`src/rtl/rarb_pkg.sv`:
```
package rarb_pkg;

  typedef enum logic [1:0] {
    OWN_NONE = 2'd0,
    OWN_HOST = 2'd1,
    OWN_MAC  = 2'd2
  } owner_t;

  // Owner of the next memory cycle. fin marks the data-return clock of cur,
  // and the party finishing a cycle is skipped once.
  function automatic owner_t pick_owner(input logic   mac_rq,
                                        input logic   host_rq,
                                        input owner_t cur,
                                        input logic   fin);
    logic mac_ok;
    logic host_ok;
    mac_ok  = mac_rq  && !(fin && cur == OWN_MAC);
    host_ok = host_rq && !(fin && cur == OWN_HOST);
    if (mac_ok)       return OWN_MAC;
    else if (host_ok) return OWN_HOST;
    else              return OWN_NONE;
  endfunction

endpackage

```
`src/rtl/rarb_slot_sched.sv`:
```
module rarb_slot_sched
  import rarb_pkg::*;
(
  input  logic   clk,
  input  logic   rst_n,
  input  logic   mac_req,
  input  logic   host_pend,
  output owner_t owner,
  output logic   phase_b,
  output logic   mac_gnt,
  output logic   host_go,
  output logic   host_done
);

  logic   slot_free;
  owner_t nxt_owner;
  logic [1:0] mac_wcnt;

  assign slot_free = (owner == OWN_NONE) || phase_b;
  assign nxt_owner = pick_owner(mac_req, host_pend, owner, phase_b);

  assign mac_gnt   = (owner == OWN_MAC)  && !phase_b;
  assign host_go   = (owner == OWN_HOST) && !phase_b;
  assign host_done = (owner == OWN_HOST) &&  phase_b;

  always_ff @(posedge clk) begin
    if (!rst_n) begin
      owner   <= OWN_NONE;
      phase_b <= 1'b0;
    end else if (slot_free) begin
      owner   <= nxt_owner;
      phase_b <= 1'b0;
    end else begin
      phase_b <= 1'b1;
    end
  end

  // Waiting clocks of the current MAC request, used by the latency check.
  always_ff @(posedge clk) begin
    if (!rst_n)
      mac_wcnt <= 2'd0;
    else if (mac_req && !mac_gnt)
      mac_wcnt <= (mac_wcnt == 2'd3) ? mac_wcnt : mac_wcnt + 2'd1;
    else
      mac_wcnt <= 2'd0;
  end

  AST_MAC_BOUND: assert property (@(posedge clk) disable iff (!rst_n)
    (mac_req && !mac_gnt) |-> (mac_wcnt < 2'd3));

  AST_MAC_FIRST: assert property (@(posedge clk) disable iff (!rst_n)
    (slot_free && mac_req && !(owner == OWN_MAC && phase_b)) |=> (owner == OWN_MAC && !phase_b));

endmodule

```
`src/rtl/rarb_host_buf.sv`:
```
module rarb_host_buf #(
  parameter int AW = 10,
  parameter int DW = 8
) (
  input  logic          clk,
  input  logic          rst_n,
  input  logic          ld,
  input  logic [AW-1:0] ld_addr,
  input  logic          wr,
  input  logic [DW-1:0] wdata,
  input  logic          rd,
  input  logic          done,
  input  logic [DW-1:0] ram_rdata,
  output logic [AW-1:0] ptr,
  output logic [DW-1:0] dreg,
  output logic          dvalid,
  output logic          pend,
  output logic          pend_we
);

  localparam logic [AW-1:0] PTR_ONE = {{(AW-1){1'b0}}, 1'b1};

  function automatic logic [AW-1:0] ptr_step(input logic [AW-1:0] p);
    return p + PTR_ONE;
  endfunction

  logic acc_ld;
  logic acc_wr;
  logic acc_rd;

  assign acc_ld = ld && !pend;
  assign acc_wr = wr && !pend && !ld;
  assign acc_rd = rd && !pend && !ld && !wr && dvalid;

  always_ff @(posedge clk) begin
    if (!rst_n) begin
      ptr     <= '0;
      dreg    <= '0;
      dvalid  <= 1'b0;
      pend    <= 1'b0;
      pend_we <= 1'b0;
    end else if (acc_ld) begin
      ptr     <= ld_addr;
      dvalid  <= 1'b0;
      pend    <= 1'b1;
      pend_we <= 1'b0;
    end else if (acc_wr) begin
      dreg    <= wdata;
      dvalid  <= 1'b0;
      pend    <= 1'b1;
      pend_we <= 1'b1;
    end else if (acc_rd) begin
      dvalid  <= 1'b0;
      pend    <= 1'b1;
      pend_we <= 1'b0;
    end else if (done) begin
      pend <= 1'b0;
      ptr  <= ptr_step(ptr);
      if (!pend_we) begin
        dreg   <= ram_rdata;
        dvalid <= 1'b1;
      end
    end
  end

  AST_FILL_VALID: assert property (@(posedge clk) disable iff (!rst_n)
    (done && !pend_we) |=> dvalid);

  AST_BUSY_IGNORED: assert property (@(posedge clk) disable iff (!rst_n)
    (pend && !done) |=> ($stable(ptr) && $stable(dreg)));

  AST_WRITE_NOVALID: assert property (@(posedge clk) disable iff (!rst_n)
    (pend && pend_we) |-> !dvalid);

endmodule

```
`src/rtl/ram_share_arb.sv`:
```
module ram_share_arb
  import rarb_pkg::*;
#(
  parameter int AW = 10,
  parameter int DW = 8
) (
  input  logic          clk,
  input  logic          rst_n,
  input  logic          hst_ptr_ld,
  input  logic [AW-1:0] hst_ptr_addr,
  input  logic          hst_wr,
  input  logic [DW-1:0] hst_wdata,
  input  logic          hst_rd,
  output logic [DW-1:0] hst_rdata,
  output logic          hst_wait,
  output logic          hst_dvalid,
  input  logic          mac_req,
  input  logic          mac_we,
  input  logic [AW-1:0] mac_addr,
  input  logic [DW-1:0] mac_wdata,
  output logic          mac_gnt,
  output logic [DW-1:0] mac_rdata,
  output logic          mac_rvalid,
  output logic          ram_en,
  output logic          ram_we,
  output logic [AW-1:0] ram_addr,
  output logic [DW-1:0] ram_wdata,
  input  logic [DW-1:0] ram_rdata
);

  owner_t        owner;
  logic          phase_b;
  logic          host_go;
  logic          host_done;
  logic          pend;
  logic          pend_we;
  logic [AW-1:0] ptr;
  logic [DW-1:0] dreg;
  logic          mac_we_q;

  rarb_slot_sched u_sched (
    .clk       (clk),
    .rst_n     (rst_n),
    .mac_req   (mac_req),
    .host_pend (pend),
    .owner     (owner),
    .phase_b   (phase_b),
    .mac_gnt   (mac_gnt),
    .host_go   (host_go),
    .host_done (host_done)
  );

  rarb_host_buf #(.AW(AW), .DW(DW)) u_hbuf (
    .clk       (clk),
    .rst_n     (rst_n),
    .ld        (hst_ptr_ld),
    .ld_addr   (hst_ptr_addr),
    .wr        (hst_wr),
    .wdata     (hst_wdata),
    .rd        (hst_rd),
    .done      (host_done),
    .ram_rdata (ram_rdata),
    .ptr       (ptr),
    .dreg      (dreg),
    .dvalid    (hst_dvalid),
    .pend      (pend),
    .pend_we   (pend_we)
  );

  always_ff @(posedge clk) begin
    if (!rst_n)
      mac_we_q <= 1'b0;
    else if (mac_gnt)
      mac_we_q <= mac_we;
  end

  assign hst_rdata  = dreg;
  assign hst_wait   = pend;

  assign ram_en     = mac_gnt || host_go;
  assign ram_we     = mac_gnt ? mac_we    : (host_go && pend_we);
  assign ram_addr   = mac_gnt ? mac_addr  : ptr;
  assign ram_wdata  = mac_gnt ? mac_wdata : dreg;

  assign mac_rdata  = ram_rdata;
  assign mac_rvalid = (owner == OWN_MAC) && phase_b && !mac_we_q;

  AST_CYCLE_LEN: assert property (@(posedge clk) disable iff (!rst_n)
    ram_en |=> !ram_en);

  AST_MAC_RVALID: assert property (@(posedge clk) disable iff (!rst_n)
    mac_rvalid |-> $past(mac_gnt && !mac_we));

endmodule

```
`config.mk`:
```
export PLATFORM = sky130hd
export DESIGN_NAME = ram_share_arb
export DESIGN_NICKNAME = d
export VERILOG_FILES = /design/src/rtl/rarb_pkg.sv /design/src/rtl/rarb_slot_sched.sv /design/src/rtl/rarb_host_buf.sv /design/src/rtl/ram_share_arb.sv
export SDC_FILE = /design/constraint.sdc
export NUM_CORES = 1
export LEC_CHECK = 0
export ABC_AREA = 1
export BUFFER_PORTS_ARGS = -buffer_cell sky130_fd_sc_hd__buf_2
export CAP_MARGIN = 25
export CORE_MARGIN = 2
export CORE_UTILIZATION = 43
export CTS_CLUSTER_SIZE = 30
export DETAILED_ROUTE_END_ITERATION = 10
export PLACE_DENSITY = 0.85
export SETUP_SLACK_MARGIN = 0.2
export SYNTH_ARGS = -nofsm -noshare
export SYNTH_HDL_FRONTEND = slang
export SYNTH_SLANG_ARGS = --single-unit
export TNS_END_PERCENT = 10
```
`constraint.sdc`:
```
create_clock -name clk -period 1.3 [get_ports clk]
set_input_delay 0.065 -clock clk [delete_from_list [all_inputs] [get_ports clk]]
set_output_delay 0.065 -clock clk [all_outputs]
set_load 0.02 [all_outputs]
```
; ---- Word-level counts from Yosys, hierarchy flattened
; Index checks and enable logic that the tools add are counted.
[word_totals]
register_bits = 25
in_bits = 51
output_inout_bits = 40
wordCells = 72
[op_classes]
n_addsub = 1
eq_ne = 6
mux = 20
bitwise = 3
n_reduce_logical = 34
[op_table]
columns = cell, n
row1 = two-way mux 10 bit, 5
row2 = two-way mux 8 bit, 5
row3 = logical AND 1 bit, 15
row4 = "adder 10 x 1 -> 10 bit, second input constant", 1
row5 = two-way mux 1 bit, 9
row6 = logical NOT 1 bit, 7
row7 = "inequality test 2 x 1 -> 1 bit, second input constant", 3
row8 = nonzero test 2 bit, 3
row9 = AND reduction 4 bit, 1
row10 = nonzero test 4 bit, 1
row11 = OR reduction 4 bit, 1
row12 = inverter 1 bit, 3
row13 = AND reduction 3 bit, 1
row14 = "equality test 2 x 1 -> 1 bit, second input constant", 1
row15 = "equality test 2 bit, second input constant", 1
row16 = logical NOT 2 bit, 1
row17 = logical OR 1 bit, 2
row18 = two-way mux 2 bit, 1
row19 = "inequality test 2 bit, second input constant", 1
row20 = AND reduction 2 bit, 1
row21 = OR reduction 2 bit, 1

; ---- Logic depth before layout (Yosys ltp)
[logic_depth]
word_depth = 8
mapped_depth = 9
depth_no_buf = 9

; ---- By module
; Synthesis repeated with hierarchy kept, for this count alone.
[hier_totals]
cells_unflattened = 295
area_unflattened_um2 = 1737.9
[by_module_without_submodules]
columns = mod, n_inst, cells_each, area_each_um2, seq_area_each_um2
row1 = rarb_host_buf, 1, 196, 1224.9, 420.4
row2 = ram_share_arb, 1, 77, 357.8, 20.0
row3 = rarb_slot_sched, 1, 22, 155.1, 60.1

; ---- Worst setup path after synthesis
; Ideal clock, no wire load.
[synth_path]
path_kind = register to output
from = register u_sched.phase_b
to = output port ram_addr[0]
t_arrival_ns = 1.220
t_required_ns = 1.235
slack_ns = 0.015
path_stages_with_launch = 6
path_buffers = 1
cell_sequence = dfxtp_1 inv_1 nand2_1 nor2_1 clkbuf_1 o21ai_0
[synth_between]
elab_chain_len = 3
[synth_rtl]
columns = element, line_no
row1 = from (decl), rarb_slot_sched.sv:9  ; output logic phase_b,
row2 = from (signal assigned), rarb_slot_sched.sv:29  ; phase_b <= 1'b0;
row3 = from (signal assigned), rarb_slot_sched.sv:32  ; phase_b <= 1'b0;
row4 = from (signal assigned), rarb_slot_sched.sv:34  ; phase_b <= 1'b1;
row5 = logical NOT 1 bit, rarb_slot_sched.sv:22  ; assign mac_gnt = (owner == OWN_MAC) && !phase_b;
row6 = logical AND 1 bit, rarb_slot_sched.sv:22
row7 = two-way mux 10 bit, ram_share_arb.sv:82  ; assign ram_addr = mac_gnt ? mac_addr : ptr;
row8 = to (decl), ram_share_arb.sv:26  ; output logic [AW-1:0] ram_addr,
; Every way passes these cells.

; ---- Worst setup path after layout
[layout_path]
from = register u_sched.phase_b
to = output port ram_wdata[3]
[layout_between]
elab_chain_len = 3
[layout_rtl]
columns = element, line_no
row1 = logical NOT 1 bit, rarb_slot_sched.sv:22
row2 = logical AND 1 bit, rarb_slot_sched.sv:22
row3 = two-way mux 8 bit, ram_share_arb.sv:83  ; assign ram_wdata = mac_gnt ? mac_wdata : dreg;
row4 = to (decl), ram_share_arb.sv:27  ; output logic [DW-1:0] ram_wdata,
; Every way passes these cells.

==> flow_metrics.py <==
metrics = {
    "sta": {
        "rsz0062_at_grt": "yes",
        "fin_tns_setup_ps": -2190,
        "fin_ws_ps": -149,
        "hold_viol_final": 0,
        "clock_skew_ps": 3.80,
        "slew_violations": 0,
        "fmax_ghz": 0.690,
        "finalCritPeriodShare": 1.11,
        "setup_viol": 28,
        "period_needed_ps": 1450,
        "relSlewSlack": 0.838,
        "worst_slew_pin_slew_ps": 241,
    },
    "clock_network": {
        "holdBufCountCts": 0,
        "tritoncts": "done",
        "cts_made_buffers": 3,
        "htree_levels": 1,
        "clock-sinks": 25,
        "clkTransAtPathRegs_ps": 90,
        "cts-root-buf": "clkbuf_8",
        "clock_path_buffers": 2,
        "clk_latency_ps": 280,
    },
    "synthesis": {
        "synth_top_area_frac": 0.295,
        "synth_simple_gate_area_frac": 0.421,
        "synthMuxAreaShare": 0,
        "synth_compound_area_frac": 0.144,
        "yosys.area.top_type": "dfxtp_1",
        "synth_cell_types": 22,
        "synth_xor_area_frac": 0,
        "syn_nets": 338,
        "synth_area_leaders": "dfxtp_1 (29%), nand2_1 (26%), a21oi_1 (6.2%), nand3_1 (6.2%), o21ai_0 (5.9%)",
        "synth_warnings": 0,
        "ys_ff_latch": 25,
        "synth_seq_area_share": 0.295,
        "synth_fa_ha_area_frac": 0.00737,
        "synth_top_family_by_area": "simple AND/OR/NAND/NOR gates",
        "synth_area_um2": 1700,
        "post_synth.cell_area_avg_um2": 5.93,
        "syn_inst": 286,
    },
    "detailed_routing": {
        "route.vias.total": 2097,
        "final_antenna_net_count": 0,
        "wirelength_mm": 5.12,
        "via_per_inst": 4.92,
        "drc_errors": 0,
        "wl_per_cell_um": 12.0,
        "drtIter0Drc": 132,
        "firstDrtPassIters": 4,
    },
    "floorplan": {
        "row_count": 22,
        "floorplan.die_area_um2": 4460,
        "initial_utilization": 0.457,
        "core_um2": 3720,
        "die_w_um": 66.8,
        "die_h_um": 66.8,
        "top_level_ports": 91,
    },
    "pwr": {
        "switching_share": 0.371,
        "clkPwrFrac": 0.220,
        "p_int_w": 0.00138,
        "cellPowerDensity_nw_per_um2": 892,
        "comb_power_share": 0.386,
        "power_w": 0.00219,
        "power.leakage_nw": 1.22,
        "ir_drop_mv": 0.576,
        "p_sw_w": 0.000814,
        "pwr-share-seq": 0.394,
    },
    "placement": {
        "gp_congestion": 0.858,
        "port_buffers": 90,
        "dp.cells": 418,
        "dp.final_hpwl_mm": 3.75,
    },
    "global_route": {
        "grt-busiest-layer": "met2",
        "antenna_found_initial": 0,
        "met2_usage": 0.404,
        "grt_pass1_vias": 1789,
        "grt_start_max_net_pins": 17,
        "grtUsageMet3": 0.0236,
        "grt_use_met1": 0.243,
        "grt_pass1_wl_mm": 7.40,
        "track_usage": 0.215,
        "globalRouteOverflowTotal": 0,
    },
    "setup_path": {
        "critPathKind": "reg -> out",
        "crit_path_max_incr_delay_ps": 340,
        "critPathCaptureType": "primary output",
        "cpMaxStageDelayCell": "dfxtp_2",
        "crit_required_ps": 1240,
        "worstSetupStartpointType": "flop",
        "crit_fanout": 8,
        "path_cells": "inv_2, nand2_4, nor2_4, buf_6, nand2_1, nand2_2, buf_4",
        "cp.arrival_ps": 1380,
    },
    "status": {
        "status": "complete, but fails checks",
        "violations": "negative setup slack",
    },
    "job": {
        "maxCapViolations": 0,
    },
    "final_layout": {
        "drive_gt1_frac": 0.407,
        "seqCellArea_um2": 514,
        "syn2layout_area_growth_pct": 45.1,
        "antenna_cells": 0,
        "multiInputGateArea_um2": 1100,
        "nNetsFinal": 431,
        "instances_no_fill": 426,
        "fillers": 338,
    },
    "min_path": {
        "hold_path.class": "in -> reg",
    },
}
==> metrics by stage <==
stage | hold slack, ps | util | cell area (µm²) | setup WS [ps]
floorplan | 186 | - | 1740 | 168
global placement | 351 | 0.595 | 2210 | 42.4
detailed placement | 354 | 0.595 | 2210 | -0.943
CTS | 56.2 | 0.639 | 2370 | -123
global route | 78.1 | 0.662 | 2460 | -215
finish | 69.5 | 0.662 | 2460 | -149
==> power by group through the flow <==
stage	logic, W	registers [W]	clock network, W
2_1_floorplan	0.000463	0.000885	0
3_3_place_gp	0.000701	0.000873	0
3_5_place_dp	0.000716	0.000875	0
4_1_cts	0.000795	0.000859	0.000482
5_1_grt	0.000925	0.000870	0.000515
6_report	0.000848	0.000864	0.000483
==> placed cells by master, fill, tap and decap left out, types with 9 or more instances in the layout <==
cell type,n
a21oi_1,19
o21ai_0,9
o21ai_1,12
dfxtp_1,18
buf_2,72
nand2_1,102
inv_1,22
nand2_2,10
nor2_1,15
buf_4,28
nand3_1,20
==> layer usage <==
metal | up-vias | wire, µm
li1 | 1083 | -
met1 | 920 | 2060
met2 | 90 | 2660
met3 | 4 | 344
met4 | 0 | 62
met5 | - | 0
==> timing repair <==
item	4_1_cts	5_1_grt
endpoints found under the setup margin	41	43
gates resized for setup	37	19
setup buffers	3	1
pin swaps	9	12
cloned	0	0
==> sequential cells by signal, indices dropped and copies added (netlist names) <==
name             cells
u_hbuf.dreg          8
u_hbuf.pend_we       1
u_sched.phase_b      1
u_hbuf.dvalid        1
u_sched.owner        2
u_hbuf.pend          1
mac_we_q             1
u_hbuf.ptr          10
==> Yosys cell counts (all sizes together) <==
cell and instances:
nand3 24, ha 1, o21ai 22, nor2 22, buf 15, a21oi 21
nand4 2, dfxtp 25, clkinv 1, clkbuf 2, inv 28, nand2 119
a211oi 2, o22ai 1, o31ai 1
==> final timing paths <==
| kind | from | endpoint | slack, ps | depth (start not counted) |
|---|---|---|---|---|
| min | mac_we | mac_we_q | 70 | 3 |
| max reg2reg | u_sched.owner[1] | u_hbuf.dreg[4] | -30 | 8 |
| max | u_sched.phase_b | ram_wdata[3] | -150 | 7 |
| min reg2reg | u_hbuf.ptr[9] | u_hbuf.ptr[9] | 480 | 2 |
==> worst max-delay path: cells and delay by family, from the launching register on <==
| kind | cells | cell delay (ps) |
|---|---|---|
| buffers and inverters | 3 | 380 |
| AND/OR/NAND/NOR | 4 | 400 |
| flip-flops | 1 | 340 |
==> cell families after synthesis <==
| kind of cell | count (synthesis) |
|---|---|
| and+or+nand+nor | 167 |
| adders and majority gates | 1 |
| buffers and inverters | 46 |
| DFF | 25 |
| AOI/OAI and AO/OA | 47 |
==> layout make-up <==
cell class,instances,share of cell area
multi-input cells,215,0.445
repair buffers,105,0.256
flip-flops and latches,25,0.209
inverters,29,0.0452
well taps,48,0.0244
clock buffers,3,0.0168
clock inverters,1,0.00305
(Power assumes the default switching activity.)
